[src/rtl/bbsw_pkg.sv]
// Shared types for the buck-boost switch sequencer.
// Assumes: region codes are visible at the top ports and their order matters
// (popcount of the boundary flags gives the region number).
package bbsw_pkg;

    typedef enum logic [1:0] {
        RG_BUCK     = 2'd0,
        RG_BUCK_TR  = 2'd1,
        RG_BOOST_TR = 2'd2,
        RG_BOOST    = 2'd3
    } region_e;

    typedef enum logic [1:0] {
        LEG_OFF = 2'd0,
        LEG_HI  = 2'd1,
        LEG_LO  = 2'd2
    } leg_e;

    typedef enum logic [1:0] {
        ST_SHUT = 2'd0,
        ST_ARM  = 2'd1,
        ST_RUN  = 2'd2
    } seq_st_e;

    typedef enum logic {
        CY_BUCK  = 1'b0,
        CY_BOOST = 1'b1
    } cyc_e;

endpackage

[src/rtl/bbsw_region_cls.sv]
// Region classifier. It compares three scaled differences of the output and
// input codes against a +/-hyst band and keeps one sticky flag per boundary.
// The region number is the number of flags that are set.
// Assumes: W-bit unsigned codes; the target region is registered (1 clock).
module bbsw_region_cls
    import bbsw_pkg::*;
#(
    parameter int W = 10
)(
    input  logic         clk,
    input  logic         rst_n,
    input  logic [W-1:0] vin,
    input  logic [W-1:0] vout,
    input  logic [W-1:0] hyst,
    output region_e      target
);
    localparam int DW = W + 5;

    logic signed [DW-1:0] vo_s, vi_s, hy_s;
    logic [2:0] above;

    assign vo_s = signed'(DW'(vout));
    assign vi_s = signed'(DW'(vin));
    assign hy_s = signed'(DW'(hyst));

    for (genvar i = 0; i < 3; i++) begin : g_bnd
        // boundary 0: 6*vout vs 5*vin, 1: vout vs vin, 2: 5*vout vs 6*vin
        localparam int KO = (i == 0) ? 6 : ((i == 1) ? 1 : 5);
        localparam int KI = (i == 0) ? 5 : ((i == 1) ? 1 : 6);
        logic signed [DW-1:0] diff;
        logic up;

        assign diff = DW'(KO * vo_s - KI * vi_s);

        // sticky side flag with hysteresis band around zero
        always_ff @(posedge clk) begin
            if (!rst_n)           up <= 1'b0;
            else if (diff > hy_s) up <= 1'b1;
            else if (diff < -hy_s) up <= 1'b0;
        end

        assign above[i] = up;
    end

    assign target = region_e'(2'($countones(above)));

endmodule

[src/rtl/bbsw_guard.sv]
// Input supply guard. It requests shutdown when the input code is above the
// overvoltage limit or below the larger of the two undervoltage limits.
// Assumes: one registered clock of latency; the guard reads shut during reset.
module bbsw_guard #(
    parameter int W        = 10,
    parameter int OVP_CODE = 760,
    parameter int UVI_CODE = 210
)(
    input  logic         clk,
    input  logic         rst_n,
    input  logic [W-1:0] vin,
    input  logic [W-1:0] uv_prog,
    output logic         shut
);
    logic [W-1:0] floor_code;

    // effective undervoltage floor: the larger of fixed and programmed
    always_comb begin
        floor_code = (uv_prog > W'(UVI_CODE)) ? uv_prog : W'(UVI_CODE);
    end

    // register the shutdown request
    always_ff @(posedge clk) begin
        if (!rst_n) shut <= 1'b1;
        else        shut <= (vin > W'(OVP_CODE)) || (vin < floor_code);
    end

endmodule

[src/rtl/bbsw_leg.sv]
// Half-bridge leg driver with dead time. It follows the requested leg state.
// Whenever the applied state leaves HI or LO, it first goes OFF, waits dead+1
// clocks and then applies the new request.
// Assumes: the outputs are registered and can never be HI and LO at once.
module bbsw_leg
    import bbsw_pkg::*;
#(
    parameter int CW = 8
)(
    input  logic          clk,
    input  logic          rst_n,
    input  leg_e          want,
    input  logic [CW-1:0] dead,
    output logic          hi,
    output logic          lo
);
    leg_e          app;
    logic [CW-1:0] cnt;

    // applied state and dead-time counter
    always_ff @(posedge clk) begin
        if (!rst_n) begin
            app <= LEG_OFF;
            cnt <= '0;
        end else if (want != app) begin
            if (app != LEG_OFF) begin
                app <= LEG_OFF;
                cnt <= dead;
            end else if (cnt == '0) begin
                app <= want;
            end else begin
                cnt <= cnt - 1'b1;
            end
        end else if (cnt != '0) begin
            cnt <= cnt - 1'b1;
        end
    end

    assign hi = (app == LEG_HI);
    assign lo = (app == LEG_LO);

endmodule

[src/rtl/bbsw_sequencer.sv]
// Four-region buck-boost switch sequencer (top). At each period start it takes
// a region. A transition pair is never split. In each period it runs a first
// phase (low side of the modulated leg), which ends on a flag or on a fixed
// count, and then a second phase on the high side. Two leg drivers add the
// dead time.
// Assumes: cyc_start is a one-clock pulse; the flags are synchronous to clk.
module bbsw_sequencer
    import bbsw_pkg::*;
#(
    parameter int W        = 10,
    parameter int CW       = 8,
    parameter int OVP_CODE = 760,
    parameter int UVI_CODE = 210
)(
    input  logic          clk,
    input  logic          rst_n,
    input  logic          cyc_start,
    input  logic          valley_hit,
    input  logic          peak_hit,
    input  logic [W-1:0]  vin_code,
    input  logic [W-1:0]  vout_code,
    input  logic [W-1:0]  uv_prog,
    input  logic [W-1:0]  hyst,
    input  logic [CW-1:0] ton_fix,
    input  logic [CW-1:0] toff_fix,
    input  logic [CW-1:0] dead_cnt,
    output logic          buck_hi,
    output logic          buck_lo,
    output logic          boost_hi,
    output logic          boost_lo,
    output logic          block_on,
    output logic [1:0]    region
);
    localparam int NLEG = 2;

    region_e       tgt, act_rg, take_rg;
    seq_st_e       st;
    cyc_e          kind, start_kind;
    logic          first, pair_open, pair_next, shut;
    logic          fixed_ph, end_first;
    logic [CW-1:0] tmr, lim, lim_m1;
    leg_e          want [NLEG];
    logic [NLEG-1:0] hi_v, lo_v;

    bbsw_region_cls #(.W(W)) u_cls (
        .clk(clk), .rst_n(rst_n), .vin(vin_code), .vout(vout_code),
        .hyst(hyst), .target(tgt)
    );

    bbsw_guard #(.W(W), .OVP_CODE(OVP_CODE), .UVI_CODE(UVI_CODE)) u_guard (
        .clk(clk), .rst_n(rst_n), .vin(vin_code), .uv_prog(uv_prog),
        .shut(shut)
    );

    // choice made at a period start: region, period kind, pair bookkeeping
    always_comb begin
        take_rg = pair_open ? act_rg : tgt;
        unique case (take_rg)
            RG_BUCK:     start_kind = CY_BUCK;
            RG_BOOST:    start_kind = CY_BOOST;
            RG_BUCK_TR:  start_kind = pair_open ? CY_BOOST : CY_BUCK;
            default:     start_kind = pair_open ? CY_BUCK : CY_BOOST;
        endcase
        pair_next = (take_rg == RG_BUCK_TR || take_rg == RG_BOOST_TR) && !pair_open;
    end

    // end of the first phase: fixed count in the transition half, else flag
    always_comb begin
        fixed_ph = (act_rg == RG_BUCK_TR  && kind == CY_BOOST) ||
                   (act_rg == RG_BOOST_TR && kind == CY_BUCK);
        lim      = (kind == CY_BOOST) ? ton_fix : toff_fix;
        lim_m1   = (lim == '0) ? '0 : lim - 1'b1;
        if (fixed_ph)              end_first = (tmr >= lim_m1);
        else if (kind == CY_BUCK)  end_first = valley_hit;
        else                       end_first = peak_hit;
    end

    // sequencer state: shutdown, armed, running period and phase
    always_ff @(posedge clk) begin
        if (!rst_n) begin
            st        <= ST_SHUT;
            act_rg    <= RG_BUCK;
            kind      <= CY_BUCK;
            first     <= 1'b1;
            pair_open <= 1'b0;
            tmr       <= '0;
        end else if (shut) begin
            st        <= ST_SHUT;
            pair_open <= 1'b0;
        end else begin
            unique case (st)
                ST_SHUT: st <= ST_ARM;
                default: begin
                    if (cyc_start) begin
                        st        <= ST_RUN;
                        act_rg    <= take_rg;
                        kind      <= start_kind;
                        first     <= 1'b1;
                        tmr       <= '0;
                        pair_open <= pair_next;
                    end else if (st == ST_RUN && first) begin
                        if (end_first) first <= 1'b0;
                        else           tmr   <= tmr + 1'b1;
                    end
                end
            endcase
        end
    end

    // leg requests: index 0 is the buck leg, index 1 the boost leg
    always_comb begin
        want[0] = LEG_OFF;
        want[1] = LEG_OFF;
        if (st == ST_RUN) begin
            if (kind == CY_BUCK) begin
                want[0] = first ? LEG_LO : LEG_HI;
                want[1] = LEG_HI;
            end else begin
                want[0] = LEG_HI;
                want[1] = first ? LEG_LO : LEG_HI;
            end
        end
    end

    for (genvar g = 0; g < NLEG; g++) begin : g_leg
        bbsw_leg #(.CW(CW)) u_leg (
            .clk(clk), .rst_n(rst_n), .want(want[g]), .dead(dead_cnt),
            .hi(hi_v[g]), .lo(lo_v[g])
        );
    end

    assign buck_hi  = hi_v[0];
    assign buck_lo  = lo_v[0];
    assign boost_hi = hi_v[1];
    assign boost_lo = lo_v[1];
    assign block_on = (st == ST_RUN);
    assign region   = act_rg;

endmodule

[config.mk]
export PLATFORM = sky130hd
export DESIGN_NAME = bbsw_sequencer
export DESIGN_NICKNAME = d
export VERILOG_FILES = /design/src/rtl/bbsw_pkg.sv /design/src/rtl/bbsw_region_cls.sv /design/src/rtl/bbsw_guard.sv /design/src/rtl/bbsw_leg.sv /design/src/rtl/bbsw_sequencer.sv
export SDC_FILE = /design/constraint.sdc
export NUM_CORES = 1
export LEC_CHECK = 0
export ABC_CLOCK_PERIOD_IN_PS = 4070
export BUFFER_PORTS_ARGS = -buffer_cell sky130_fd_sc_hd__buf_2
export CAP_MARGIN = 20
export CORE_MARGIN = 5
export CORE_UTILIZATION = 35
export CTS_CLUSTER_SIZE = 8
export DETAILED_ROUTE_END_ITERATION = 10
export HOLD_SLACK_MARGIN = 0.02
export PLACE_DENSITY = 0.59
export RECOVER_POWER = 25
export REMOVE_ABC_BUFFERS = 1
export SYNTH_ARGS = -nofsm -noshare
export SYNTH_HDL_FRONTEND = slang
export SYNTH_SLANG_ARGS = --single-unit
[constraint.sdc]
create_clock -name clk -period 4.07 [get_ports clk]
set_input_delay 0.2035 -clock clk [delete_from_list [all_inputs] [get_ports clk]]
set_output_delay 0.2035 -clock clk [all_outputs]
set_load 0.05 [all_outputs]
==> run_results.csv, run 1 <==
group,metric,value,unit
timing,min_period,4.10,ns
finish,fill_cells,2165,
global_route,grtUsageTotal,16.9,%
timing,whs,0.174,ns
cts,cts_max_level,2,
floorplanning,die_area,24900,sq um
routing,wl_per_cell,14.7,um
setup_path,rrSetupSlack,0.38,ns
pwr,pwr-share-comb,76.3,%
global_route,grt.busiest_layer,"met2",
finish,postLayoutCoreUtil,45.7,%
synthesis,ys_seq_area_share,10.2,%
timing,slew_viol_final,0,
run,maxCapViolCount,0,
routing,vias_per_cell,5.22,
floorplanning,die_h,158,um
pwr,switching_share,43.4,%
setup_path,cp_max_fo,5,
floorplanning,rows,54,
synthesis,synth_area_per_cell,8.00,sq um
finish,multi_input_area,6900,sq um
setup_path,worstSetupEndpoint,"u_cls.g_bnd[0].up$_SDFFE_PN0P_",
setup_path,critPathKind,"input port to flop",
synthesis,ys_seq_elements,39,
pwr,total_power,4.39,mW
floorplanning,fp.dieW,158,um
pwr,p_leak,4.85,nW
place,place_congestion,0.912,
cts,cts_buffer_depth,2,
place,io_buffers,75,
finish,final-seq-area,781,sq um
pwr,internal_power,2.49,mW
setup_path,ff2ff_path_depth,13,
timing,worst_pin_slew,0.955,ns
place,dp_hpwl,17600,um
floorplanning,core-area,21700,sq um
routing,firstDrtPassIters,4,
status,violations,"setup timing",
synthesis,synth_flop_cell,"dfxtp_1",
timing,period_share,101,%
finish,area_delta_synth_final,29.4,%
timing,fmax,244,MHz
timing,setup-violations-final,1,
setup_path,r2r-end,"tmr[5]$_SDFFE_PN0P_",
synthesis,synth.distinct_cells,69,
pwr,p_clk_share,11.6,%
timing,fin_ws,-0.0294,ns
global_route,grt_start_max_net_pins,34,
global_route,grt_pass1_vias,7265,
routing,drt-initial-drc-count,274,
finish,final_nets,1421,
setup_path,endpoint_kind,"flop",
synthesis,synth.cell_area,7660,sq um
finish,n_antenna_cell,0,
global_route,met3_usage,1.23,%
synthesis,syn_inst,957,
timing,slew-limit-headroom,35.9,%
status,status,"finished, violations left",
cts,clock_latency,0.28,ns
pwr,p_per_area,443,nW/um^2
cts,cts_tree,"built",
global_route,grt_pass1_wl,34800,um
global_route,grtUsageMet2,30.1,%
floorplanning,io_pins,76,
pwr,peakVddDrop,0.187,mV
global_route,antenna_found_initial,0,
setup_path,start_kind,"input port",
setup_path,worstReg2RegStart,"kind$_SDFFE_PN0P_",
routing,via_count,7518,
synthesis,synth_edf_count,0,
timing,finalHoldViolCount,0,
routing,drtAntennaViolNets,0,
worst_hold_path,hold_class,"input port to flop",
synthesis,synth_warnings,0,
routing,drc,0,
setup_path,arrival,4.31,ns
worst_hold_path,whs_path_depth,2,
cts,clkTransAtPathRegs,0.06,ns
global_route,gr-total-overflow,0,
routing,wirelength,21100,um
cts,clkSinkCount,39,
pwr,seqPwrFrac,12.1,%
finish,drive_gt1_share,25.0,%
cts,root_buffer,"clkbuf_16",
cts,numCtsBuffers,5,
timing,rsz0062_at_grt,"yes",
pwr,p_sw,1.91,mW
floorplanning,initial_core_util,35.3,%
global_route,met1_usage,22.5,%
timing,clock_skew,0.00200,ns
setup_path,required,4.28,ns
setup_path,critPathLaunch,"vin_code[2]",
synthesis,ys_async_sr_fraction,0,%
## logic make-up (layout without fill, tap and decap cells)
group / after synthesis / count (layout) / share of synthesized area, %
simple gates: 275 / 275 / 18.6
xor+xnor: 69 / 69 / 7.89
buf+inv: 87 / 291 / 4.40
compound gates: 277 / 277 / 24.4
fa+ha+maj: 192 / 192 / 32.2
flops: 39 / 39 / 10.2
mux: 18 / 18 / 2.40
## Yosys cell counts (all sizes together) (14+ instances only)
master	count	area, sq um
nor2b	28	175
nand2	58	218
xnor2	38	333
dfxtp	39	781
inv	76	285
nor2	63	236
xor2	31	272
o21a	20	150
o21ai	58	290
a21oi	73	369
nor3	32	171
ha	184	2300
a21o	25	188
nand3	14	70.1
mux2i	15	150
## layer usage
layer | wire (um) | share of wire [%]
met4 | 216 | 1.0
met2 | 10200 | 49
met5 | 0 | 0
met1 | 9910 | 47
met3 | 749 | 3.5
## registers in the layout, indices dropped and copies added, names as in the netlist
| name | cells |
|---|---|
| g_leg.u_leg.cnt | 16 |
| tmr | 8 |
| g_leg.u_leg.app | 4 |
| u_cls.g_bnd.up | 3 |
| region | 2 |
| st | 2 |
| first | 1 |
| kind | 1 |
| pair_open | 1 |
| u_guard.shut | 1 |
## final cells by class
| cell class | instances | area share (%) |
|---|---|---|
| Inverter | 76 | 2.88 |
| Clock inverter | 2 | 0.606 |
| Tap cell | 280 | 3.53 |
| Sequential cell | 39 | 7.88 |
| Timing Repair Buffer | 207 | 14.2 |
| Multi-Input combinational cell | 831 | 69.7 |
| Clock buffer | 6 | 1.30 |
## per-stage QoR
step / setup TNS, ns / cell area [sq um] / std cells / setup slack (ns)
2_1_floorplan: -0.0945 / 7610 / 946 / -0.0945
3_3_place_gp: -0.831 / 9200 / 1417 / -0.448
3_5_place_dp: -1.08 / 9200 / 1417 / -0.554
4_1_cts: 0 / 9600 / 1432 / 0.00889
5_1_grt: -0.446 / 9910 / 1441 / -0.245
6_report: -0.0294 / 9910 / 1441 / -0.0294
## repair_timing
item,in CTS,in global routing
gates resized for setup,48,50
pin swaps,30,57
hold buffers,0,0
setup endpoints to repair,2,2
endpoints found under the hold margin,0,0
gates cloned,0,0
setup buffers,7,10
## critical path: stages
cell and delay, ns:
buf_8 0.10, buf_6 0.12, ha_4 0.16, ha_4 0.16, buf_6 0.11, a21o_1 0.19, a21oi_2 0.18, o21ai_2 0.09
a21oi_2 0.22, o21ai_2 0.09, xnor2_1 0.13, ha_1 0.35, inv_2 0.12, nor3_2 0.04, a31oi_1 0.13, nand2_1 0.07
a311o_1 0.31, ha_1 0.32, a21o_1 0.19, a221oi_2 0.27, o21ai_1 0.11, o21bai_4 0.18, mux2i_1 0.21, o31ai_1 0.09
a31oi_1 0.17
## worst min path at each step
stage / from / endpoint / slack, ns
detailed placement: dead_cnt[6] / g_leg[0].u_leg.cnt[6]$_SDFFE_PN0P_ / 0.46
finish: dead_cnt[6] / g_leg[0].u_leg.cnt[6]$_SDFFE_PN0P_ / 0.17
floorplan: cyc_start / st[0]$_SDFFE_PP0P_ / 0.30
global placement: dead_cnt[2] / g_leg[1].u_leg.cnt[2]$_SDFFE_PN0P_ / 0.46
CTS: dead_cnt[6] / g_leg[0].u_leg.cnt[6]$_SDFFE_PN0P_ / 0.17
global route: dead_cnt[6] / g_leg[0].u_leg.cnt[6]$_SDFFE_PN0P_ / 0.17
## cells in the final DEF, fill, tap and decap left out, types with 6 or more instances in the layout
cell	netlist	layout
nand2b_1	13	13
nor2_1	63	58
o21ai_0	50	38
inv_1	76	74
mux2i_1	15	15
buf_2	5	65
a21oi_2	1	15
o31ai_1	8	8
o21ai_1	8	15
dfxtp_1	39	39
a21o_1	25	25
xor2_1	31	29
ha_1	184	173
o21bai_1	10	9
a31oi_1	8	8
o211ai_1	10	10
nor2b_1	28	28
nor3b_1	6	6
nor4_1	7	6
o211a_1	9	9
nand2_1	58	57
a211oi_1	7	6
o21a_1	20	20
nor3_1	31	28
a21oi_1	72	58
nand3_1	14	13
buf_4	1	128
buf_6	0	7
and3_1	13	9
clkbuf_1	5	7
xnor2_1	38	37
ha_4	0	9
or3_1	9	9
nand4_1	12	12
o2111ai_1	9	8
## power by group through the flow
| stage | sequential, mW | clock (mW) | combinational [mW] |
|---|---|---|---|
| 6_report | 0.532 | 0.509 | 3.35 |
| 5_1_grt | 0.544 | 0.539 | 3.77 |
| 4_1_cts | 0.533 | 0.524 | 3.18 |
| 3_5_place_dp | 0.540 | 0 | 3.04 |
| 3_3_place_gp | 0.538 | 0 | 3.00 |
| 2_1_floorplan | 0.525 | 0 | 2.02 |
Note: power is estimated with default switching activity, not from simulation.
==> inputs of run 2 (changes only) <==
--- a/config.mk
+++ b/config.mk
@@ -5,15 +5,15 @@
 export SDC_FILE = /design/constraint.sdc
 export NUM_CORES = 1
 export LEC_CHECK = 0
-export ABC_CLOCK_PERIOD_IN_PS = 4070
 export BUFFER_PORTS_ARGS = -buffer_cell sky130_fd_sc_hd__buf_2
 export CAP_MARGIN = 20
+export CORE_ASPECT_RATIO = 0.6
 export CORE_MARGIN = 5
-export CORE_UTILIZATION = 35
+export CORE_UTILIZATION = 45
 export CTS_CLUSTER_SIZE = 8
 export DETAILED_ROUTE_END_ITERATION = 10
 export HOLD_SLACK_MARGIN = 0.02
-export PLACE_DENSITY = 0.59
+export PLACE_DENSITY = 0.71
 export RECOVER_POWER = 25
 export REMOVE_ABC_BUFFERS = 1
 export SYNTH_ARGS = -nofsm -noshare
==> run 2 against run 1 <==
  * The run still ends with setup timing left
  * Clock skew is 0.0054 ns higher
  * Worst setup slack worse by 0.051 ns
  * Cell count is 3.2% lower
  * Worst hold slack hardly changed
  * Sequential share of layout area is 0.078 points higher
  * Die area is 21% lower
  * Largest cell class unchanged
  * Largest power group unchanged
  * Highest routed layer unchanged
==> run_results.csv, run 2 (synthesis gave the netlist of run 1 again) <==
group,metric,value,unit
pwr,peakVddDrop,0.338,mV
setup_path,ff2ff_path_depth,14,
setup_path,cp_max_fo,4,
cts,cts_max_level,2,
floorplanning,io_pins,76,
global_route,grt_pass1_wl,35200,um
finish,final_nets,1426,
pwr,p_per_area,454,nW/um^2
setup_path,required,4.28,ns
cts,clkSinkCount,39,
worst_hold_path,whs_path_depth,2,
cts,cts_buffer_depth,2,
place,dp_hpwl,18500,um
routing,vias_per_cell,5.52,
timing,worst_pin_slew,0.965,ns
routing,via_count,7699,
cts,clkTransAtPathRegs,0.06,ns
routing,drtAntennaViolNets,0,
finish,mostFrequentLayoutCells,"173 x ha_1, 136 x buf_4, 74 x inv_1, 72 x buf_2, 61 x a21oi_1",
timing,period_share,102,%
routing,firstDrtPassIters,5,
finish,largest_register_ff_count,16,
setup_path,endpoint_kind,"flop",
routing,drt-initial-drc-count,457,
timing,fmax,241,MHz
routing,wl_per_cell,15.7,um
timing,clock_skew,0.00739,ns
finish,reg_top3,"g_leg.u_leg.cnt (16), tmr (8), g_leg.u_leg.app (4)",
finish,drive_gt1_share,25.6,%
finish,layout_commonest_cell,"ha_1",
finish,fin_area,9830,sq um
routing,drc,0,
global_route,grt_start_max_net_pins,34,
cts,root_buffer,"clkbuf_16",
status,status,"finished, violations left",
finish,top_register,"g_leg.u_leg.cnt",
setup_path,start_kind,"input port",
global_route,gr-total-overflow,0,
worst_hold_path,hold_class,"input port to flop",
cts,numCtsBuffers,5,
pwr,p_leak,4.88,nW
floorplanning,core-area,16400,sq um
timing,min_period,4.15,ns
cts,clock_latency,0.29,ns
timing,fin_ws,-0.0803,ns
global_route,grt_pass1_vias,7236,
global_route,grtUsageTotal,21.5,%
finish,area_delta_synth_final,28.4,%
floorplanning,rows,36,
global_route,antenna_found_initial,1,
cts,cts-hold-fix-buffers,0,
status,violations,"setup timing",
floorplanning,fp.dieW,178,um
timing,slew-limit-headroom,35.2,%
floorplanning,die_h,111,um
place,placed_area,9220,sq um
setup_path,arrival,4.36,ns
timing,setup-violations-final,1,
timing,finalHoldViolCount,0,
cts,cts_tree,"built",
timing,rsz0062_at_grt,"yes",
place,io_buffers,75,
timing,whs,0.174,ns
setup_path,critPathKind,"input port to flop",
pwr,total_power,4.46,mW
routing,wirelength,21900,um
floorplanning,die_area,19800,sq um
run,maxCapViolCount,0,
place,place_congestion,0.912,
floorplanning,initial_core_util,46.6,%
timing,slew_viol_final,0,
-- run 2: worst paths after layout --
path	startpoint	end	slack (ns)
setup / recovery	vout_code[3]	u_cls.g_bnd[0].up$_SDFFE_PN0P_	-0.08
setup reg to reg	kind$_SDFFE_PN0P_	tmr[5]$_SDFFE_PN0P_	0.34
hold / removal	dead_cnt[6]	g_leg[0].u_leg.cnt[6]$_SDFFE_PN0P_	0.17
hold reg to reg	st[1]$_SDFFE_PP0P_	st[1]$_SDFFE_PP0P_	0.50
-- run 2: area by class of cell --
type,instances,area [sq um]
Multi-Input combinational cell,831,6870
Fill cell,1461,6610
Timing Repair Buffer,212,1440
Sequential cell,39,782
Inverter,76,285
Tap cell,228,285
Clock buffer,5,125
Clock inverter,3,46.3
Antenna cell,1,2.50
-- run 2: metrics by stage --
stage | setup WS (ns) | setup TNS (ns) | utilization, % | cells
floorplan | -0.0945 | -0.0945 | - | 946
global route | -0.331 | -0.483 | 59.8 | 1395
global placement | -0.481 | -0.734 | 56.1 | 1376
CTS | -0.0115 | -0.0115 | 58.3 | 1391
detailed placement | -0.560 | -0.939 | 56.1 | 1376
finish | -0.0803 | -0.0803 | 59.8 | 1395
-- run 2: per-layer routing --
layer,global-route usage (%),share of wire (%),vias up,wire [um]
met5,0,0,-,0
met4,2.20,0.61,0,133
met3,3.82,6.1,14,1340
met2,30.0,39,195,8480
met1,34.8,54,3522,11900
li1,-,-,3968,-
-- run 2: power breakdown --
part	internal (mW)	switching (mW)
Sequential	0.460	0.0731
Combinational	1.73	1.73
Clock	0.292	0.176
Total	2.48	1.98
-- run 2: what timing repair did --
| item | CTS | global route |
|---|---|---|
| endpoints found under the setup margin | 2 | 4 |
| pin swaps | 34 | 26 |
| gates resized for setup | 39 | 51 |
| buffers inserted | 7 | 3 |
-- run 2: worst max-delay path: stages --
cell       delay [ns]
buf_2            0.11
buf_4            0.15
ha_1             0.30
buf_4            0.15
a21oi_1          0.17
o21bai_1         0.11
a21oi_2          0.19
xnor2_1          0.09
ha_1             0.26
nor3_1           0.24
nand3_1          0.15
a2111oi_0        0.49
a311o_1          0.24
ha_1             0.26
a21o_1           0.18
a221oi_2         0.28
o21ai_1          0.09
o21bai_1         0.16
mux2i_1          0.25
o31ai_1          0.11
a31oi_1          0.19
==> inputs of run 3 (changes only) <==
--- a/config.mk
+++ b/config.mk
@@ -5,6 +5,8 @@
 export SDC_FILE = /design/constraint.sdc
 export NUM_CORES = 1
 export LEC_CHECK = 0
+export ABC_AREA = 1
+export ABC_CLOCK_PERIOD_IN_PS = 4070
 export BUFFER_PORTS_ARGS = -buffer_cell sky130_fd_sc_hd__buf_2
 export CAP_MARGIN = 20
 export CORE_ASPECT_RATIO = 0.6
==> run 3 against run 2 <==
  * First-iteration DRC count increased by 41%
  * Largest cell class unchanged
  * Fmax increased by 7.5%
  * Critical endpoint unchanged
  * Combinational power decreased by 12%
  * Wire length increased by 11%
  * Clock skew decreased by 0.0011 ns
  * Sequential share of layout area increased by 0.17 points
  * The run now ends clean
  * Cell area decreased by 2.2%
  * Count of clock-buffer cells in the layout unchanged
  * Largest power group unchanged
==> run_results.csv, run 3 <==
group,metric,value,unit
floorplanning,die_h,114,um
floorplanning,io_pins,76,
synthesis,synth_area_leaders,"ha_1 28%, nand2_1 13%, dfxtp_1 9.6%",
pwr,p_leak,5.12,nW
global_route,grt_pass1_wl,39600,um
floorplanning,rows,38,
finish,reg_top3,"g_leg.u_leg.cnt (16), tmr (8), g_leg.u_leg.app (4)",
synthesis,ys_seq_area_share,9.58,%
worst_hold_path,hold_class,"input port to flop",
global_route,gr-total-overflow,0,
synthesis,synth.cell_area,8150,sq um
run,maxCapViolCount,0,
timing,min_period,3.86,ns
timing,period_share,94.8,%
routing,vias_per_cell,5.27,
cts,clock_latency,0.29,ns
pwr,p_per_area,419,nW/um^2
floorplanning,core-area,17900,sq um
synthesis,synth.distinct_cells,49,
finish,fill_cells,1787,
setup_path,cpMostUsedCell,"nand2_1",
routing,drtAntennaViolNets,0,
pwr,peakVddDrop,0.239,mV
floorplanning,initial_core_util,45.5,%
synthesis,synth_top_family_by_area,"adder cells",
synthesis,synth_compound_area_share,15.3,%
timing,setup-violations-final,0,
synthesis,yosys.area_share.simple,27.3,%
cts,cts_tree,"built",
synthesis,yosys.area.top_type,"ha_1",
timing,fin_setup_tns,0,ns
timing,clock_skew,0.00633,ns
cts,cts_max_level,2,
finish,area_delta_synth_final,18.0,%
cts,clkSinkCount,39,
finish,layout_commonest_cell,"nand2_1",
global_route,antenna_found_initial,0,
setup_path,cp_max_fo,4,
synthesis,syn_inst,1243,
routing,drc,0,
floorplanning,die_area,21000,sq um
routing,wl_per_cell,15.0,um
finish,final_nets,1645,
global_route,grtUsageTotal,22.9,%
finish,fin_area,9610,sq um
place,io_buffers,75,
cts,cts-hold-fix-buffers,0,
synthesis,synthMuxAreaShare,0.246,%
timing,slew-limit-headroom,46.5,%
status,status,"completed",
finish,drive_gt1_share,15.3,%
synthesis,synth_top_area_share,28.3,%
floorplanning,fp.dieW,184,um
cts,cts_buffer_depth,2,
timing,finalHoldViolCount,0,
timing,fmax,259,MHz
synthesis,synth_edf_count,0,
synthesis,synthAdderAreaFrac,30.2,%
synthesis,synth_area_per_cell,6.55,sq um
setup_path,arrival,3.99,ns
finish,top_register,"g_leg.u_leg.cnt",
setup_path,required,4.20,ns
routing,firstDrtPassIters,5,
routing,drt-initial-drc-count,645,
synthesis,synth_flop_cell,"dfxtp_1",
setup_path,slowest_delay,0.35,ns
global_route,grt_start_max_net_pins,24,
synthesis,ys_async_sr_fraction,0,%
setup_path,critPathKind,"input port to flop",
finish,mostFrequentLayoutCells,"275 x nand2_1, 181 x inv_1, 180 x ha_1, 119 x a21oi_1, 81 x nor2_1",
synthesis,synth_common_cells,"279 x nand2_1, 184 x ha_1, 182 x inv_1, 125 x a21oi_1, 85 x nor2_1",
place,placed_area,9250,sq um
synthesis,post_synth_xor_area_fraction,7.95,%
synthesis,ys_seq_elements,39,
cts,root_buffer,"clkbuf_16",
synthesis,synth.most_common_cell,"nand2_1",
timing,slew_viol_final,0,
place,place_congestion,0.991,
finish,largest_register_ff_count,16,
timing,worst_pin_slew,0.800,ns
routing,via_count,8574,
cts,numCtsBuffers,5,
global_route,grt_pass1_vias,8002,
cts,clkTransAtPathRegs,0.06,ns
setup_path,cpMaxStageDelayCell,"fa_2",
setup_path,endpoint_kind,"flop",
setup_path,start_kind,"input port",
routing,wirelength,24300,um
synthesis,synth_warnings,0,
place,dp_hpwl,21100,um
==> run 3: changes by cell type in the layout (fill, tap and decap cells not counted), sizes merged, moves of 23 or more <==
cell / change
buf: -78
xor2: +23
inv: +114
nand3: +54
nor2b: -28
nor2: +29
nand2: +226
a21oi: +52
==> run 3: report_power, final <==
| group | switching [mW] | leakage, nW | internal (mW) |
|---|---|---|---|
| combinational | 1.78 | 4.71 | 1.28 |
| sequential | 0.0602 | 0.319 | 0.458 |
| clock | 0.161 | 0.0838 | 0.289 |
==> run 3: repair_timing <==
action	in CTS	in global routing
buffers inserted	0	5
resized for setup	3	43
setup endpoints to repair	1	2
gates cloned	0	0
pin swaps	0	22
==> run 3: worst max-delay path: cells and delay by family <==
family / cells / cell delay (ns)
buffers and inverters: 4 / 0.35
AND/OR/NAND/NOR: 17 / 1.75
adder cells (fa/ha/maj): 4 / 1.14
AO/OA/AOI/OAI: 5 / 0.55
==> run 3: worst paths after layout <==
| check | startpoint | end | slack [ns] | cells after the start |
|---|---|---|---|---|
| max | vout_code[1] | u_cls.g_bnd[0].up$_SDFFE_PN0P_ | 0.21 | 30 |
| min | dead_cnt[4] | g_leg[1].u_leg.cnt[4]$_SDFFE_PN0P_ | 0.19 | 3 |
| max reg2reg | kind$_SDFFE_PN0P_ | tmr[1]$_SDFFE_PN0P_ | 0.89 | 21 |
| min reg2reg | g_leg[1].u_leg.cnt[0]$_SDFFE_PN0P_ | g_leg[1].u_leg.cnt[0]$_SDFFE_PN0P_ | 0.48 | 1 |
==> run 3: cell type report <==
cell class / count / area (sq um) / share of cell area [%]
sequential: 39 / 781 / 8.12
timing repair buffer: 141 / 875 / 9.10
clock buffer: 5 / 125 / 1.30
antenna: 1 / 2.50 / 0.0260
multi-input combinational: 1005 / 6760 / 70.4
inverter: 192 / 721 / 7.50
tap: 240 / 300 / 3.12
clock inverter: 3 / 43.8 / 0.456
==> run 3: cells by family (layout without fill, tap and decap cells) <==
family | after synthesis | after routing
DFF | 39 | 39
adders and majority gates | 192 | 192
other | 0 | 1
AOI/OAI and AO/OA | 222 | 222
muxes | 2 | 2
xor gates and xnor gates | 74 | 74
buffers and inverters | 199 | 341
and+or+nand+nor | 515 | 515
==> run 3: stage by stage <==
step | cells | hold WS, ns | setup slack [ns] | util [%] | total power [mW]
floorplan | 1236 | 0.288 | 0.191 | - | 2.57
global placement | 1612 | 0.450 | -0.185 | 51.6 | 3.30
detailed placement | 1612 | 0.461 | -0.397 | 51.6 | 3.39
CTS | 1620 | 0.184 | 0.0219 | 52.5 | 3.86
global route | 1625 | 0.197 | -0.0350 | 53.6 | 4.50
finish | 1626 | 0.191 | 0.210 | 53.6 | 4.02
==> run 3: routing by layer <==
layer  share of wire (%)  global-route usage, %  vias up
li1                    -                      -     4441
met3                 9.4                   7.21       20
met5                   0                      0        -
met2                  38                   32.2      256
met4                0.85                   2.81        0
met1                  51                   34.9     3857
